## config.mk

```make
export PLATFORM = sky130hd
export DESIGN_NAME = selfstart_mod6_counter
export DESIGN_NICKNAME = d
export VERILOG_FILES = /design/src/rtl/selfstart_pkg.sv /design/src/rtl/mod6_next.sv /design/src/rtl/mod6_state_reg.sv /design/src/rtl/mod6_tc_decode.sv /design/src/rtl/selfstart_mod6_counter.sv
export SDC_FILE = /design/constraint.sdc
export NUM_CORES = 1
export LEC_CHECK = 0
export BUFFER_PORTS_ARGS = -buffer_cell sky130_fd_sc_hd__buf_4
export CAP_MARGIN = 15
export CORE_AREA = 3 3 40 42
export CTS_CLUSTER_SIZE = 20
export DETAILED_ROUTE_END_ITERATION = 8
export DIE_AREA = 0 0 43 45
export PLACE_DENSITY = 0.35
export SLEW_MARGIN = 15
export SYNTH_ARGS = -nofsm -noshare
export SYNTH_HDL_FRONTEND = slang
export SYNTH_HIERARCHICAL = 1
export SYNTH_SLANG_ARGS = --single-unit
```

## constraint.sdc

```tcl
create_clock -name clk -period 2 [get_ports clk]
set_clock_uncertainty 0.05 [all_clocks]
set_input_delay 0.4 -clock clk [delete_from_list [all_inputs] [get_ports clk]]
set_output_delay 0.4 -clock clk [all_outputs]
set_load 0.005 [all_outputs]
```

## src/rtl/selfstart_pkg.sv

```systemverilog
// Package: shared widths, codes and the state type for the modulo-6 counter.
// Assumes: the modulus is fixed at six; these constants only name it.
package selfstart_pkg;
    localparam int CNT_W     = 3;
    localparam int LAST_VAL  = 5;
    localparam int NUM_CODES = 1 << CNT_W;

    typedef logic [CNT_W-1:0] code_t;

    localparam code_t ZERO_CODE = '0;
    localparam code_t LAST_CODE = code_t'(LAST_VAL);
endpackage

```

## src/rtl/mod6_next.sv

```systemverilog
// Module: next-state logic for the counter.
// It gives the successor of every one of the eight codes. Codes below the
// last value step up by one. The last value and both unused codes go to zero.
// Assumes: the caller applies enable, debug write and reset.
module mod6_next
    import selfstart_pkg::*;
(
    input  code_t cur,
    output code_t nxt
);
    // Purpose: choose between increment and return-to-zero.
    always_comb begin
        if (cur < LAST_CODE) begin
            nxt = cur + code_t'(1);
        end else begin
            nxt = ZERO_CODE;
        end
    end
endmodule

```

## src/rtl/mod6_state_reg.sv

```systemverilog
// Module: state register with a priority-ordered update.
// The order is reset first, then the debug write, then counting, then hold.
// Assumes: rst_n is already synchronous to clk.
module mod6_state_reg
    import selfstart_pkg::*;
(
    input  logic  clk,
    input  logic  rst_n,
    input  logic  en,
    input  logic  dbg_force,
    input  code_t dbg_code,
    input  code_t step_val,
    output code_t state_q
);
    // Purpose: register the next state according to the priority order.
    always_ff @(posedge clk) begin
        if (!rst_n) begin
            state_q <= ZERO_CODE;
        end else if (dbg_force) begin
            state_q <= dbg_code;
        end else if (en) begin
            state_q <= step_val;
        end
    end
endmodule

```

## src/rtl/mod6_tc_decode.sv

```systemverilog
// Module: terminal-count decoder.
// The flag is high only on the last value of the cycle.
// Assumes: the input is the registered state, so the flag has no glitches
// beyond those of a single compare.
module mod6_tc_decode
    import selfstart_pkg::*;
(
    input  code_t cur,
    output logic  at_last
);
    // Purpose: compare the state with the last value.
    always_comb begin
        at_last = (cur == LAST_CODE);
    end
endmodule

```

## src/rtl/selfstart_mod6_counter.sv

```systemverilog
// Module: top of the self-starting modulo-6 counter.
// It connects the next-state logic, the state register and the
// terminal-count decoder.
// Assumes: one clock domain and a synchronous active-low reset.
module selfstart_mod6_counter
    import selfstart_pkg::*;
(
    input  logic             clk,
    input  logic             rst_n,
    input  logic             en,
    input  logic             dbg_force,
    input  logic [CNT_W-1:0] dbg_code,
    output logic [CNT_W-1:0] count,
    output logic             tc
);
    code_t state_q;
    code_t step_val;

    mod6_next u_next (
        .cur (state_q),
        .nxt (step_val)
    );

    mod6_state_reg u_reg (
        .clk       (clk),
        .rst_n     (rst_n),
        .en        (en),
        .dbg_force (dbg_force),
        .dbg_code  (dbg_code),
        .step_val  (step_val),
        .state_q   (state_q)
    );

    mod6_tc_decode u_tc (
        .cur     (state_q),
        .at_last (tc)
    );

    assign count = state_q;
endmodule

```

Yosys cells after proc, flatten, opt, wreduce, memory -nomap -nowiden
Index checks and enable logic that the tools add are counted.

storage, ports and cells
  register bits after elaboration = 3
  bits in latches = 0
  bits in writable memories = 0
  memory bits (read-only) = 0
  bits of input ports = 7
  output and inout bits = 4
  word-level logic and storage cells = 8
  memories kept = 0

cells by class
  add/subtract/negate cells = 1
  multiply operators = 0
  divide/modulo/power cells = 0
  magnitude comparators = 1
  equal/unequal tests = 1
  shift operators = 0
  multiplexer cells = 3
  bitwise gates (word level) = 0
  reduce and logical (&&, ||, !) cells = 1

operators with widths
  kind                                                           number
  3-bit two-way mux                                              3
  3-bit by 1-bit adder with 3-bit output, second input constant  1
  3-bit == test, second input constant                           1
  3-bit less-than comparator, second input constant              1
  2-bit nonzero test                                             1

Logic depth before layout (Yosys ltp)
Gate-level depths: netlist of the first run.

  depth in word-level cells = 4
  gate-level depth with buffers = 5
  mapped depth without buffers = 5

Cells and area by module
Netlist of the first run, hierarchy kept.

by module, submodules not included
  module          times used  cells each  area each (um^2)  sequential area each (um^2)
  mod6_state_reg  1           12          142.6             60.1
  mod6_next       1           6           45.0              0.0
  mod6_tc_decode  1           1           8.8               0.0

Least setup slack after synthesis of the first run
No wires, ideal clock.

  kind = register to register
  start point = reg u_reg.state_q[0]
  end point = reg u_reg.state_q[2]
  setup time = 0.116 ns
  arrival time = 1.333 ns
  setup slack = 0.501 ns
  cell stages (with the launch flop) = 6
  path buffers = 0
  period minus slack after synthesis = 1.499 ns
  path through = dfxtp_1 > ha_1 > nor3_1 > mux2_2 > mux2_1 > o211a_1

between the ends
  cells in the longest elaborated chain, start to end = 4
  elaborated cells between the ends (all ways) = 5
  classes of those cells = 1 x add/sub; 1 x order compare; 3 x mux

RTL lines
  what                                                                                  line                              text
  start, declared                                                                       mod6_state_reg.sv:13              output code_t state_q
  start signal, assigned                                                                mod6_state_reg.sv:20              state_q <= dbg_code;
  start signal, assigned                                                                mod6_state_reg.sv:22              state_q <= step_val;
  3-bit by 1-bit adder with 3-bit output or 3-bit less-than comparator (tied branches)  mod6_next.sv:14, mod6_next.sv:13
  3-bit two-way mux *                                                                   mod6_next.sv:13                   if (cur < LAST_CODE) begin
  named net step_val[2]                                                                 selfstart_mod6_counter.sv:17      code_t step_val;
  3-bit two-way mux *                                                                   mod6_state_reg.sv:21              end else if (en) begin
  3-bit two-way mux *                                                                   mod6_state_reg.sv:19              end else if (dbg_force) begin

The timed path passes the listed nets; every way through them passes the cells marked *. The select of a mux whose other input is x is not followed.
A chain may end at the register's enable or synchronous reset.

Final worst setup path of the first run
  start point = reg u_reg.state_q[1]
  end point = reg u_reg.state_q[2]

The elaborated chain is that of the path after synthesis.

==> report_table.html, run 1 <==
<table>
<tr><th>Metric</th><th>Value</th></tr>
<tr><th colspan="2">Worst setup path</th></tr>
<tr><td>Cell count of the worst reg-to-reg path</td><td>5</td></tr>
<tr><td>Data required, critical path</td><td>2.07 ns</td></tr>
<tr><td>Cell breakdown of the critical path</td><td>ha_1, nor3_1, mux2_2, mux2_1, o211a_1</td></tr>
<tr><td>RR Endpoint</td><td>u_reg/state_q[2]</td></tr>
<tr><td>Delay of the slowest cell on the worst path</td><td>0.41 ns</td></tr>
<tr><td>Critical path's slowest cell</td><td>sky130_fd_sc_hd__dfxtp_1</td></tr>
<tr><td>Critical Path Fanout Max</td><td>7</td></tr>
<tr><td>Register-to-register setup slack</td><td>0.42 ns</td></tr>
<tr><td>Startpoint type of the worst setup path</td><td>register</td></tr>
<tr><td>Setup Crit Path Kind</td><td>register to register</td></tr>
<tr><td>Critical path's top delay family</td><td>multiplexers</td></tr>
<tr><td>Reg-to-Reg Start</td><td>u_reg/state_q[1]</td></tr>
<tr><td>Category of the worst setup path capture point</td><td>register</td></tr>
<tr><td>Worst path buffer plus inverter count</td><td>0</td></tr>
<tr><td>Crit path arrival time</td><td>1.65 ns</td></tr>
<tr><th colspan="2">STA</th></tr>
<tr><td>Number of failing hold endpoints at the final stage</td><td>0</td></tr>
<tr><td>Final setup vio count</td><td>0</td></tr>
<tr><td>Measured slew at the worst slew-check pin</td><td>0.199 ns</td></tr>
<tr><td>Final slew viol count</td><td>0</td></tr>
<tr><td>Worst hold slack</td><td>0.365 ns</td></tr>
<tr><td>Highest Clock Rate</td><td>634 MHz</td></tr>
<tr><td>Worst relative slew slack</td><td>86.7%</td></tr>
<tr><td>Setup repair after global routing missed its margin</td><td>no</td></tr>
<tr><td>Final sum of negative setup slack</td><td>0 ns</td></tr>
<tr><td>Final worst-path cycle share</td><td>78.9%</td></tr>
<tr><td>Min Clock Period, post-route</td><td>1.58 ns</td></tr>
<tr><th colspan="2">CTS</th></tr>
<tr><td>Clock latency reported for the late side of the worst-skew pair</td><td>0.23 ns</td></tr>
<tr><td>Number of buffers created by CTS</td><td>3</td></tr>
<tr><td>Cell at the root of the clock tree</td><td>sky130_fd_sc_hd__clkbuf_4</td></tr>
<tr><td>Buffer count from post-CTS setup fixing</td><td>0</td></tr>
<tr><td>Clock-pin slew on the worst setup and hold paths</td><td>0.04 ns</td></tr>
<tr><td>CTS Sinks</td><td>3</td></tr>
<tr><td>CTS Hold Buffers Added</td><td>0</td></tr>
<tr><td>Number of levels the H-tree was split into</td><td>1</td></tr>
<tr><td>Number of cells upsized or downsized after cts</td><td>0</td></tr>
<tr><td>Clock tree from TritonCTS</td><td>yes</td></tr>
<tr><td>Deepest clock path buffer count</td><td>2</td></tr>
<tr><th colspan="2">Synth</th></tr>
<tr><td>Largest area contributor in the synthesized netlist</td><td>sky130_fd_sc_hd__dfxtp_1</td></tr>
<tr><td>#FFs+latches synth</td><td>3</td></tr>
<tr><td>Net Count, Synth</td><td>27</td></tr>
<tr><td>Area share of the largest cell type after synthesis</td><td>30.6%</td></tr>
<tr><td>Post-synthesis area per instance</td><td>10.3 sq um</td></tr>
<tr><td>Synthesized instance count</td><td>19</td></tr>
<tr><td>Register area share after synthesis</td><td>30.6%</td></tr>
<tr><td>Synthesis Warnings</td><td>6</td></tr>
<tr><td>Cell types with the largest area share after synthesis</td><td>sky130_fd_sc_hd__dfxtp_1 (31%), sky130_fd_sc_hd__mux2_1 (17%), sky130_fd_sc_hd__o211a_1 (15%)</td></tr>
<tr><td>Distinct cells, synth</td><td>11</td></tr>
<tr><td>Netlist Area Pre-Place</td><td>196 sq um</td></tr>
<tr><th colspan="2">Power and ir drop</th></tr>
<tr><td>Int Power</td><td>0.170 mW</td></tr>
<tr><td>Part of the total power dissipated in sequential elements</td><td>32.6%</td></tr>
<tr><td>Switch share</td><td>24.0%</td></tr>
<tr><td>VDD IR-drop max</td><td>0.000240 V</td></tr>
<tr><td>Fraction of power consumed by the clock network</td><td>47.7%</td></tr>
<tr><td>Pwr dens</td><td>705 nW/um^2</td></tr>
<tr><td>Power share of the combinational group</td><td>19.7%</td></tr>
<tr><td>Reported leakage power</td><td>0.170 nW</td></tr>
<tr><td>Net switching component of the power</td><td>0.0535 mW</td></tr>
<tr><th colspan="2">Global routing</th></tr>
<tr><td>Vias in the first global route</td><td>202</td></tr>
<tr><td>Antenna violations before repair</td><td>0</td></tr>
<tr><td>Wire length of the first global-routing pass</td><td>869 um</td></tr>
<tr><td>Total global-route track usage</td><td>6.89%</td></tr>
<tr><td>Pin count of the biggest net entering global routing</td><td>8</td></tr>
<tr><td>Overflow after GRT</td><td>0</td></tr>
<tr><th colspan="2">Hold path</th></tr>
<tr><td>Worst hold path class</td><td>input port to register</td></tr>
<tr><td>Hold path endpoint</td><td>u_reg/state_q[0]</td></tr>
<tr><td>Worst min-delay path startpoint</td><td>rst_n</td></tr>
<tr><td>Depth of the worst hold-timing path</td><td>2</td></tr>
<tr><th colspan="2">Detailed routing</th></tr>
<tr><td>Average detailed-routed wire length per instance</td><td>9.56 um</td></tr>
<tr><td>Overall via count from detail_route</td><td>181</td></tr>
<tr><td>Wire length reported by the detailed router</td><td>459 um</td></tr>
<tr><td>Met3 wirelength from detailed routing</td><td>53 um</td></tr>
<tr><td>Antenna Nets Post-Route</td><td>0</td></tr>
<tr><td>Post-DR vias/cell</td><td>3.77</td></tr>
<tr><td>Met2 wirelength from detailed routing</td><td>183 um</td></tr>
<tr><td>Routed metal-1 wire length</td><td>222 um</td></tr>
<tr><td>TritonRoute pass-1 iters</td><td>3</td></tr>
<tr><td>Highest routed metal layer</td><td>met3</td></tr>
<tr><td>Initial DRC Count</td><td>1</td></tr>
<tr><td>DRC errors left</td><td>0</td></tr>
<tr><th colspan="2">Layout</th></tr>
<tr><td>Flip-flop count of the largest register, all copies and words added</td><td>3</td></tr>
<tr><td>Total number of nets in the final design</td><td>42</td></tr>
<tr><td>Final core utilization</td><td>24.6%</td></tr>
<tr><td>Fin cells</td><td>48</td></tr>
<tr><td>Regs by FF count</td><td>u_reg/state_q (3)</td></tr>
<tr><td>Antenna cell count</td><td>0</td></tr>
<tr><td>Layout fillers</td><td>146</td></tr>
<tr><td>Fraction of layout cells with a size suffix above 1</td><td>42.4%</td></tr>
<tr><td>Biggest register</td><td>u_reg/state_q</td></tr>
<tr><td>Area growth, synth to finish</td><td>61.1%</td></tr>
<tr><th colspan="2">Floorplan</th></tr>
<tr><td>Floorplan die area</td><td>1940 sq um</td></tr>
<tr><td>Core area</td><td>1280 sq um</td></tr>
<tr><td>Initial cell density of the core</td><td>15.3%</td></tr>
<tr><td>Die X-Extent</td><td>43 um</td></tr>
<tr><td>Top-level port count</td><td>11</td></tr>
<tr><td>Height of the chip</td><td>45 um</td></tr>
<tr><td>Number of standard-cell rows in the floorplan</td><td>13</td></tr>
<tr><th colspan="2">Run status</th></tr>
<tr><td>Outcome</td><td>finished, final reports clean</td></tr>
<tr><th colspan="2">Place</th></tr>
<tr><td>Total instance count after detailed placement</td><td>44</td></tr>
<tr><td>Weighted congestion at the end of routability-driven global placement</td><td>0.596</td></tr>
<tr><td>Port Buf Inserts</td><td>10</td></tr>
<tr><th colspan="2">Job</th></tr>
<tr><td>Number of max-capacitance violations reported</td><td>0</td></tr>
</table>
## area by class of cell
| cell class | instances | area [sq um] | share of cell area (%) |
|---|---|---|---|
| multi-input cells | 16 | 136 | 43.1 |
| repair buffers | 10 | 75.1 | 23.7 |
| flip-flops and latches | 3 | 60.1 | 19.0 |
| clock buffers | 4 | 26.3 | 8.30 |
| well taps | 15 | 18.8 | 5.93 |
## how the worst max path moves through the flow
| stage | from | end | slack, ns | depth (start not counted) |
|---|---|---|---|---|
| after floorplan | u_reg/state_q[0] | u_reg/state_q[2] | 0.50 | 5 |
| after global placement | u_reg/state_q[0] | u_reg/state_q[2] | 0.41 | 5 |
| after detailed placement | u_reg/state_q[1] | u_reg/state_q[2] | 0.41 | 5 |
| after CTS | u_reg/state_q[1] | u_reg/state_q[2] | 0.41 | 5 |
| after global routing | u_reg/state_q[0] | u_reg/state_q[2] | 0.32 | 5 |
| final | u_reg/state_q[1] | u_reg/state_q[2] | 0.42 | 5 |
## routing by layer
layer	track usage, %	up-vias
met5	0	-
met3	4.38	0
met4	10.8	0
met1	7.18	72
li1	-	99
met2	7.19	10
## per-stage QoR
step           setup slack [ns]  area [sq um]  total power, mW
2_1_floorplan             0.501           196           0.0937
3_3_place_gp              0.413           290            0.118
3_5_place_dp              0.413           290            0.118
4_1_cts                   0.413           317            0.232
5_1_grt                   0.320           317            0.244
6_report                  0.423           317            0.223
## cells in the final DEF (no fill, tap or decap), drive strengths merged
| cell type | n |
|---|---|
| and3b | 1 |
| ha | 1 |
| clkbuf | 4 |
| nand2b | 3 |
| o211a | 3 |
| and2 | 1 |
| a21oi | 1 |
| nor3 | 1 |
| buf | 10 |
| dfxtp | 3 |
| o21ai | 1 |
| mux2 | 4 |
## worst register-to-register path, stage by stage, from the launching register on
cell and delay, ns:
sky130_fd_sc_hd__dfxtp_1 0.41, sky130_fd_sc_hd__ha_1 0.20, sky130_fd_sc_hd__nor3_1 0.04, sky130_fd_sc_hd__mux2_2 0.26
sky130_fd_sc_hd__mux2_1 0.29, sky130_fd_sc_hd__o211a_1 0.21
## power by group through the flow
stage          registers [mW]  clock network [mW]  logic (mW)
2_1_floorplan          0.0726                   0      0.0211
3_3_place_gp           0.0735                   0      0.0446
3_5_place_dp           0.0737                   0      0.0444
4_1_cts                0.0727               0.114      0.0448
5_1_grt                0.0743               0.120      0.0495
6_report               0.0727               0.106      0.0440
## synthesized netlist by cell type, drive strengths merged
| cell | number |
|---|---|
| mux2 | 4 |
| dfxtp | 3 |
| nand2b | 3 |
| o211a | 3 |
| a21oi | 1 |
| and2 | 1 |
| and3b | 1 |
| ha | 1 |
| nor3 | 1 |
| o21ai | 1 |
## kinds of logic after synthesis
| kind of cell | after synthesis | share of synthesized area, % |
|---|---|---|
| and+or+nand+nor | 6 | 19.7 |
| AOI/OAI and AO/OA | 5 | 20.4 |
| muxes | 4 | 22.9 |
| DFF | 3 | 30.6 |
| adders and majority gates | 1 | 6.37 |
(Power assumes the default switching activity.)
==> inputs of run 2 (changes only) <==
- PLACE_DENSITY: 0.35 -> 0.36
- clock period: 2 -> 1.3 ns (I/O delays scaled with it)
==> report_table.html, run 2 (synthesis gave the netlist of run 1 again) <==
<table>
<tr><th>Metric</th><th>Value</th></tr>
<tr><th colspan="2">Run status</th></tr>
<tr><td>Outcome</td><td>finished, violations left</td></tr>
<tr><td>Failing checks</td><td>setup timing</td></tr>
<tr><th colspan="2">Floorplan</th></tr>
<tr><td>Initial cell density of the core</td><td>15.3%</td></tr>
<tr><td>Number of standard-cell rows in the floorplan</td><td>13</td></tr>
<tr><td>Height of the chip</td><td>45 um</td></tr>
<tr><td>Floorplan die area</td><td>1940 sq um</td></tr>
<tr><td>Die X-Extent</td><td>43 um</td></tr>
<tr><td>Top-level port count</td><td>11</td></tr>
<tr><td>Core area</td><td>1280 sq um</td></tr>
<tr><th colspan="2">Power and ir drop</th></tr>
<tr><td>Reported leakage power</td><td>0.190 nW</td></tr>
<tr><td>Pwr dens</td><td>976 nW/um^2</td></tr>
<tr><td>VDD IR-drop max</td><td>0.000290 V</td></tr>
<tr><td>Power, Total</td><td>0.358 mW</td></tr>
<tr><th colspan="2">Global routing</th></tr>
<tr><td>Pin count of the biggest net entering global routing</td><td>7</td></tr>
<tr><td>Antenna violations before repair</td><td>0</td></tr>
<tr><td>Wire length of the first global-routing pass</td><td>786 um</td></tr>
<tr><td>Overflow after GRT</td><td>0</td></tr>
<tr><td>Vias in the first global route</td><td>219</td></tr>
<tr><td>Total global-route track usage</td><td>5.74%</td></tr>
<tr><th colspan="2">STA</th></tr>
<tr><td>Min Clock Period, post-route</td><td>1.40 ns</td></tr>
<tr><td>Measured slew at the worst slew-check pin</td><td>0.172 ns</td></tr>
<tr><td>Final slew viol count</td><td>0</td></tr>
<tr><td>Number of failing hold endpoints at the final stage</td><td>0</td></tr>
<tr><td>Slack of the critical path</td><td>-0.105 ns</td></tr>
<tr><td>Final setup vio count</td><td>3</td></tr>
<tr><td>Final sum of negative setup slack</td><td>-0.190 ns</td></tr>
<tr><td>Worst relative slew slack</td><td>88.5%</td></tr>
<tr><td>Highest Clock Rate</td><td>712 MHz</td></tr>
<tr><td>Final worst-path cycle share</td><td>108%</td></tr>
<tr><td>Setup repair after global routing missed its margin</td><td>yes</td></tr>
<tr><th colspan="2">Place</th></tr>
<tr><td>Port Buf Inserts</td><td>10</td></tr>
<tr><td>DP HPWL</td><td>403 um</td></tr>
<tr><td>Weighted congestion at the end of routability-driven global placement</td><td>0.627</td></tr>
<tr><th colspan="2">Worst setup path</th></tr>
<tr><td>Cell repeated most along the worst path</td><td>sky130_fd_sc_hd__mux2_4</td></tr>
<tr><td>Setup Crit Path Kind</td><td>register to register</td></tr>
<tr><td>Critical path's slowest cell</td><td>sky130_fd_sc_hd__dfxtp_4</td></tr>
<tr><td>Category of the worst setup path capture point</td><td>register</td></tr>
<tr><td>Cell breakdown of the critical path</td><td>ha_4, nor3_1, mux2_4, mux2_4, o211a_1</td></tr>
<tr><td>Reg-to-Reg Start</td><td>u_reg/state_q[0]</td></tr>
<tr><td>Critical Path Fanout Max</td><td>4</td></tr>
<tr><td>Crit path arrival time</td><td>1.47 ns</td></tr>
<tr><td>Instance count on the critical path</td><td>5</td></tr>
<tr><td>RR Endpoint</td><td>u_reg/state_q[2]</td></tr>
<tr><td>Critical path's top delay family</td><td>multiplexers</td></tr>
<tr><td>Startpoint of the most critical setup path</td><td>u_reg/state_q[0]</td></tr>
<tr><td>Cell count of the worst reg-to-reg path</td><td>5</td></tr>
<tr><td>Register-to-register setup slack</td><td>-0.10 ns</td></tr>
<tr><td>Worst setup path end</td><td>u_reg/state_q[2]</td></tr>
<tr><td>Delay of the slowest cell on the worst path</td><td>0.36 ns</td></tr>
<tr><td>Worst path buffer plus inverter count</td><td>0</td></tr>
<tr><td>Data required, critical path</td><td>1.37 ns</td></tr>
<tr><td>Startpoint type of the worst setup path</td><td>register</td></tr>
<tr><th colspan="2">Detailed routing</th></tr>
<tr><td>Post-DR vias/cell</td><td>4.04</td></tr>
<tr><td>DRC errors left</td><td>0</td></tr>
<tr><td>Average detailed-routed wire length per instance</td><td>9.61 um</td></tr>
<tr><td>Overall via count from detail_route</td><td>206</td></tr>
<tr><td>Wire length reported by the detailed router</td><td>490 um</td></tr>
<tr><td>Antenna Nets Post-Route</td><td>0</td></tr>
<tr><td>Initial DRC Count</td><td>2</td></tr>
<tr><td>TritonRoute pass-1 iters</td><td>2</td></tr>
<tr><th colspan="2">CTS</th></tr>
<tr><td>Clock tree from TritonCTS</td><td>yes</td></tr>
<tr><td>Number of buffers created by CTS</td><td>3</td></tr>
<tr><td>Clock latency reported for the late side of the worst-skew pair</td><td>0.23 ns</td></tr>
<tr><td>CTS Sinks</td><td>3</td></tr>
<tr><td>Deepest clock path buffer count</td><td>2</td></tr>
<tr><td>Clock-pin slew on the worst setup and hold paths</td><td>0.04 ns</td></tr>
<tr><td>Cell at the root of the clock tree</td><td>sky130_fd_sc_hd__clkbuf_4</td></tr>
<tr><td>Number of levels the H-tree was split into</td><td>1</td></tr>
<tr><th colspan="2">Layout</th></tr>
<tr><td>Layout fillers</td><td>151</td></tr>
<tr><td>Most common cell after layout, fill and taps aside</td><td>sky130_fd_sc_hd__buf_4</td></tr>
<tr><td>Flip-flop count of the largest register, all copies and words added</td><td>3</td></tr>
<tr><td>Biggest register</td><td>u_reg/state_q</td></tr>
<tr><td>Area growth, synth to finish</td><td>86.6%</td></tr>
<tr><td>Regs by FF count</td><td>u_reg/state_q (3)</td></tr>
<tr><td>Antenna cell count</td><td>0</td></tr>
<tr><td>Top library cells by usage in the layout, fill and taps aside</td><td>sky130_fd_sc_hd__buf_4 (13), sky130_fd_sc_hd__clkbuf_4 (3), sky130_fd_sc_hd__nand2b_1 (3), sky130_fd_sc_hd__o211a_1 (3)</td></tr>
<tr><td>Total number of nets in the final design</td><td>45</td></tr>
<tr><td>Fraction of layout cells with a size suffix above 1</td><td>58.3%</td></tr>
<tr><th colspan="2">Hold path</th></tr>
<tr><td>Worst hold path class</td><td>input port to register</td></tr>
<tr><th colspan="2">Job</th></tr>
<tr><td>Number of max-capacitance violations reported</td><td>0</td></tr>
</table>
[run 2: worst min-delay path by stage]
stage                     startpoint                to  slack [ns]  depth (start not counted)
after detailed placement       rst_n  u_reg/state_q[2]        0.46                          2
after CTS                      rst_n  u_reg/state_q[2]        0.22                          2
final                          rst_n  u_reg/state_q[2]        0.23                          2
after global placement         rst_n  u_reg/state_q[2]        0.47                          2
after floorplan                rst_n  u_reg/state_q[0]        0.33                          1
after global routing           rst_n  u_reg/state_q[2]        0.23                          2
[run 2: layout make-up]
type | instances | area, sq um | area share [%]
Sequential cell | 3 | 67.6 | 18.4
Multi-Input combinational cell | 16 | 156 | 42.7
Timing Repair Buffer | 13 | 97.6 | 26.6
Tap cell | 15 | 18.8 | 5.12
Clock buffer | 4 | 26.3 | 7.17
[run 2: metal layers]
layer	global-route usage (%)	wire length (um)
met5	0	0
met3	1.99	63
met1	5.53	198
met4	5.42	0
met2	9.58	228
[run 2: what timing repair did]
action	4_1_cts	5_1_grt
pin swaps	0	1
resized for setup	1	0
endpoints found under the setup margin	3	3
buffers inserted	0	0
hold buffers	0	0
[run 2: per-stage QoR]
stage	setup slack [ns]	utilization, %	instances	hold slack (ns)	instance area (sq um)
6_report	-0.105	28.5	51	0.227	367
5_1_grt	-0.135	28.5	51	0.225	367
4_1_cts	-0.0992	28.5	51	0.220	367
3_5_place_dp	-0.0944	26.2	47	0.460	337
3_3_place_gp	-0.102	26.2	47	0.468	337
2_1_floorplan	-0.0722	-	19	0.333	220
[run 2: power breakdown]
part           internal [mW]  switching (mW)  leakage, nW
combinational         0.0610          0.0297        0.149
sequential             0.100         0.00970       0.0261
clock                  0.115          0.0425       0.0150
==> inputs of run 3 (changes only) <==
- PLACE_DENSITY: 0.36 -> 0.35
- clock period: 1.3 -> 1.45 ns (I/O delays scaled with it)
==> report_table.html, run 3 (synthesis gave the netlist of run 1 again) <==
<table>
<tr><th>Metric</th><th>Value</th></tr>
<tr><th colspan="2">Run status</th></tr>
<tr><td>Outcome</td><td>finished, final reports clean</td></tr>
<tr><th colspan="2">Detailed routing</th></tr>
<tr><td>Initial DRC Count</td><td>1</td></tr>
<tr><td>TritonRoute pass-1 iters</td><td>4</td></tr>
<tr><td>DRC errors left</td><td>0</td></tr>
<tr><td>Routed metal-1 wire length</td><td>221 um</td></tr>
<tr><td>Met2 wirelength from detailed routing</td><td>220 um</td></tr>
<tr><td>Antenna Nets Post-Route</td><td>0</td></tr>
<tr><td>Highest routed metal layer</td><td>met4</td></tr>
<tr><td>Post-DR vias/cell</td><td>4.08</td></tr>
<tr><td>Overall via count from detail_route</td><td>208</td></tr>
<tr><td>Wire length reported by the detailed router</td><td>514 um</td></tr>
<tr><td>Average detailed-routed wire length per instance</td><td>10.1 um</td></tr>
<tr><td>Met3 wirelength from detailed routing</td><td>56 um</td></tr>
<tr><th colspan="2">Floorplan</th></tr>
<tr><td>Die X-Extent</td><td>43 um</td></tr>
<tr><td>Floorplan die area</td><td>1940 sq um</td></tr>
<tr><td>Top-level port count</td><td>11</td></tr>
<tr><td>Height of the chip</td><td>45 um</td></tr>
<tr><td>Initial cell density of the core</td><td>15.3%</td></tr>
<tr><td>Core area</td><td>1280 sq um</td></tr>
<tr><td>Number of standard-cell rows in the floorplan</td><td>13</td></tr>
<tr><th colspan="2">CTS</th></tr>
<tr><td>CTS Sinks</td><td>3</td></tr>
<tr><td>Clock tree from TritonCTS</td><td>yes</td></tr>
<tr><td>Number of buffers created by CTS</td><td>3</td></tr>
<tr><td>Number of levels the H-tree was split into</td><td>1</td></tr>
<tr><td>Clock latency reported for the late side of the worst-skew pair</td><td>0.23 ns</td></tr>
<tr><td>Cell at the root of the clock tree</td><td>sky130_fd_sc_hd__clkbuf_4</td></tr>
<tr><td>Clock-pin slew on the worst setup and hold paths</td><td>0.04 ns</td></tr>
<tr><td>Buffer count from post-CTS setup fixing</td><td>0</td></tr>
<tr><td>Deepest clock path buffer count</td><td>2</td></tr>
<tr><th colspan="2">Layout</th></tr>
<tr><td>Fraction of layout cells with a size suffix above 1</td><td>58.3%</td></tr>
<tr><td>Multi-input combinational cell area</td><td>153 sq um</td></tr>
<tr><td>Area growth, synth to finish</td><td>86.0%</td></tr>
<tr><td>Regs by FF count</td><td>u_reg/state_q (3)</td></tr>
<tr><td>Antenna cell count</td><td>0</td></tr>
<tr><td>Area taken by flip-flops and latches</td><td>62.6 sq um</td></tr>
<tr><td>Total number of nets in the final design</td><td>45</td></tr>
<tr><td>Top library cells by usage in the layout, fill and taps aside</td><td>sky130_fd_sc_hd__buf_4 (11), sky130_fd_sc_hd__clkbuf_4 (3), sky130_fd_sc_hd__nand2b_1 (3), sky130_fd_sc_hd__o211a_1 (3)</td></tr>
<tr><td>Biggest register</td><td>u_reg/state_q</td></tr>
<tr><td>Flip-flop count of the largest register, all copies and words added</td><td>3</td></tr>
<tr><td>Layout fillers</td><td>144</td></tr>
<tr><td>Most common cell after layout, fill and taps aside</td><td>sky130_fd_sc_hd__buf_4</td></tr>
<tr><td>Fin cells</td><td>51</td></tr>
<tr><th colspan="2">STA</th></tr>
<tr><td>Measured slew at the worst slew-check pin</td><td>0.128 ns</td></tr>
<tr><td>Min Clock Period, post-route</td><td>1.40 ns</td></tr>
<tr><td>Final slew viol count</td><td>0</td></tr>
<tr><td>Worst relative slew slack</td><td>91.4%</td></tr>
<tr><td>Highest Clock Rate</td><td>713 MHz</td></tr>
<tr><td>Final worst-path cycle share</td><td>96.7%</td></tr>
<tr><td>Number of failing hold endpoints at the final stage</td><td>0</td></tr>
<tr><td>Final setup vio count</td><td>0</td></tr>
<tr><td>Setup repair after global routing missed its margin</td><td>no</td></tr>
<tr><th colspan="2">Power and ir drop</th></tr>
<tr><td>Fraction of power consumed by the clock network</td><td>44.6%</td></tr>
<tr><td>Power share of the combinational group</td><td>25.6%</td></tr>
<tr><td>Net switching component of the power</td><td>0.0802 mW</td></tr>
<tr><td>VDD IR-drop max</td><td>0.000387 V</td></tr>
<tr><td>Switch share</td><td>24.3%</td></tr>
<tr><td>Part of the total power dissipated in sequential elements</td><td>29.8%</td></tr>
<tr><td>Reported leakage power</td><td>0.189 nW</td></tr>
<tr><td>Int Power</td><td>0.250 mW</td></tr>
<tr><td>Pwr dens</td><td>903 nW/um^2</td></tr>
<tr><td>Power, Total</td><td>0.330 mW</td></tr>
<tr><th colspan="2">Global routing</th></tr>
<tr><td>Antenna violations before repair</td><td>0</td></tr>
<tr><td>Pin count of the biggest net entering global routing</td><td>7</td></tr>
<tr><td>Overflow after GRT</td><td>0</td></tr>
<tr><td>Vias in the first global route</td><td>231</td></tr>
<tr><td>Total global-route track usage</td><td>6.82%</td></tr>
<tr><td>Wire length of the first global-routing pass</td><td>910 um</td></tr>
<tr><th colspan="2">Hold path</th></tr>
<tr><td>Worst hold path class</td><td>input port to register</td></tr>
<tr><th colspan="2">Worst setup path</th></tr>
<tr><td>Category of the worst setup path capture point</td><td>register</td></tr>
<tr><td>Startpoint type of the worst setup path</td><td>register</td></tr>
<tr><td>Data required, critical path</td><td>1.52 ns</td></tr>
<tr><td>Critical Path Fanout Max</td><td>2</td></tr>
<tr><td>Setup Crit Path Kind</td><td>register to register</td></tr>
<tr><td>Crit path arrival time</td><td>1.48 ns</td></tr>
<tr><th colspan="2">Job</th></tr>
<tr><td>Number of max-capacitance violations reported</td><td>0</td></tr>
<tr><th colspan="2">Place</th></tr>
<tr><td>Total instance count after detailed placement</td><td>47</td></tr>
<tr><td>Port Buf Inserts</td><td>10</td></tr>
<tr><td>Weighted congestion at the end of routability-driven global placement</td><td>0.645</td></tr>
</table>
-- run 3: changes by cell type in the layout (fill, tap and decap cells not counted) --
cell and delta:
sky130_fd_sc_hd__buf_4 -2, sky130_fd_sc_hd__dfxtp_2 +2, sky130_fd_sc_hd__dfxtp_4 -2, sky130_fd_sc_hd__mux2_2 +1
sky130_fd_sc_hd__buf_6 +2, sky130_fd_sc_hd__mux2_4 -1
-- run 3: repair_timing --
| item | in CTS | in global routing |
|---|---|---|
| hold buffers | 0 | 0 |
| gates resized for setup | 2 | 3 |
| setup endpoints to repair | 1 | 1 |
| pin swaps | 1 | 0 |
-- run 3: power by group through the flow --
stage	sequential [mW]	combinational (mW)	clock (mW)
floorplan	0.101	0.0292	0
global route	0.0989	0.0957	0.160
global placement	0.0958	0.0785	0
finish	0.0983	0.0844	0.147
detailed placement	0.0963	0.0793	0
CTS	0.0951	0.0826	0.156
-- run 3: worst paths after layout --
check	from	end	slack, ns	cells past startpoint
worst max register to register	u_reg/state_q[1]	u_reg/state_q[2]	0.05	5
worst min-delay path	rst_n	u_reg/state_q[1]	0.26	2
worst max-delay path	u_reg/state_q[1]	u_reg/state_q[2]	0.05	5
worst min register to register	u_reg/state_q[1]	u_reg/state_q[1]	0.70	3
-- run 3: area by class of cell --
class | count | area share (%)
Multi-Input combinational cell | 16 | 41.8
Timing Repair Buffer | 13 | 28.8
Sequential cell | 3 | 17.1
Clock buffer | 4 | 7.19
Tap cell | 15 | 5.14
-- run 3: per-layer routing --
metal / track usage (%) / vias to the layer above
met1: 7.45 / 89
met5: 0 / -
met2: 10.2 / 12
li1: - / 105
met4: 5.42 / 0
met3: 3.19 / 2
-- run 3: per-stage QoR --
stage	hold WS [ns]	setup TNS (ns)	util, %	setup slack, ns	instance area [sq um]
final	0.256	0	28.4	0.0474	365
after global placement	0.503	0	24.5	0.00643	315
after CTS	0.247	0	27.1	0.0216	348
after floorplan	0.366	0	-	0.0140	199
after detailed placement	0.496	-0.0117	24.5	-0.0117	315
after global routing	0.263	0	28.4	0.000451	365
-- run 3: critical path, stage by stage, from the launching register on --
cell and delay [ns]:
sky130_fd_sc_hd__dfxtp_2 0.35, sky130_fd_sc_hd__ha_4 0.13, sky130_fd_sc_hd__nor3_1 0.03, sky130_fd_sc_hd__mux2_2 0.26, sky130_fd_sc_hd__mux2_4 0.26, sky130_fd_sc_hd__o211a_1 0.21
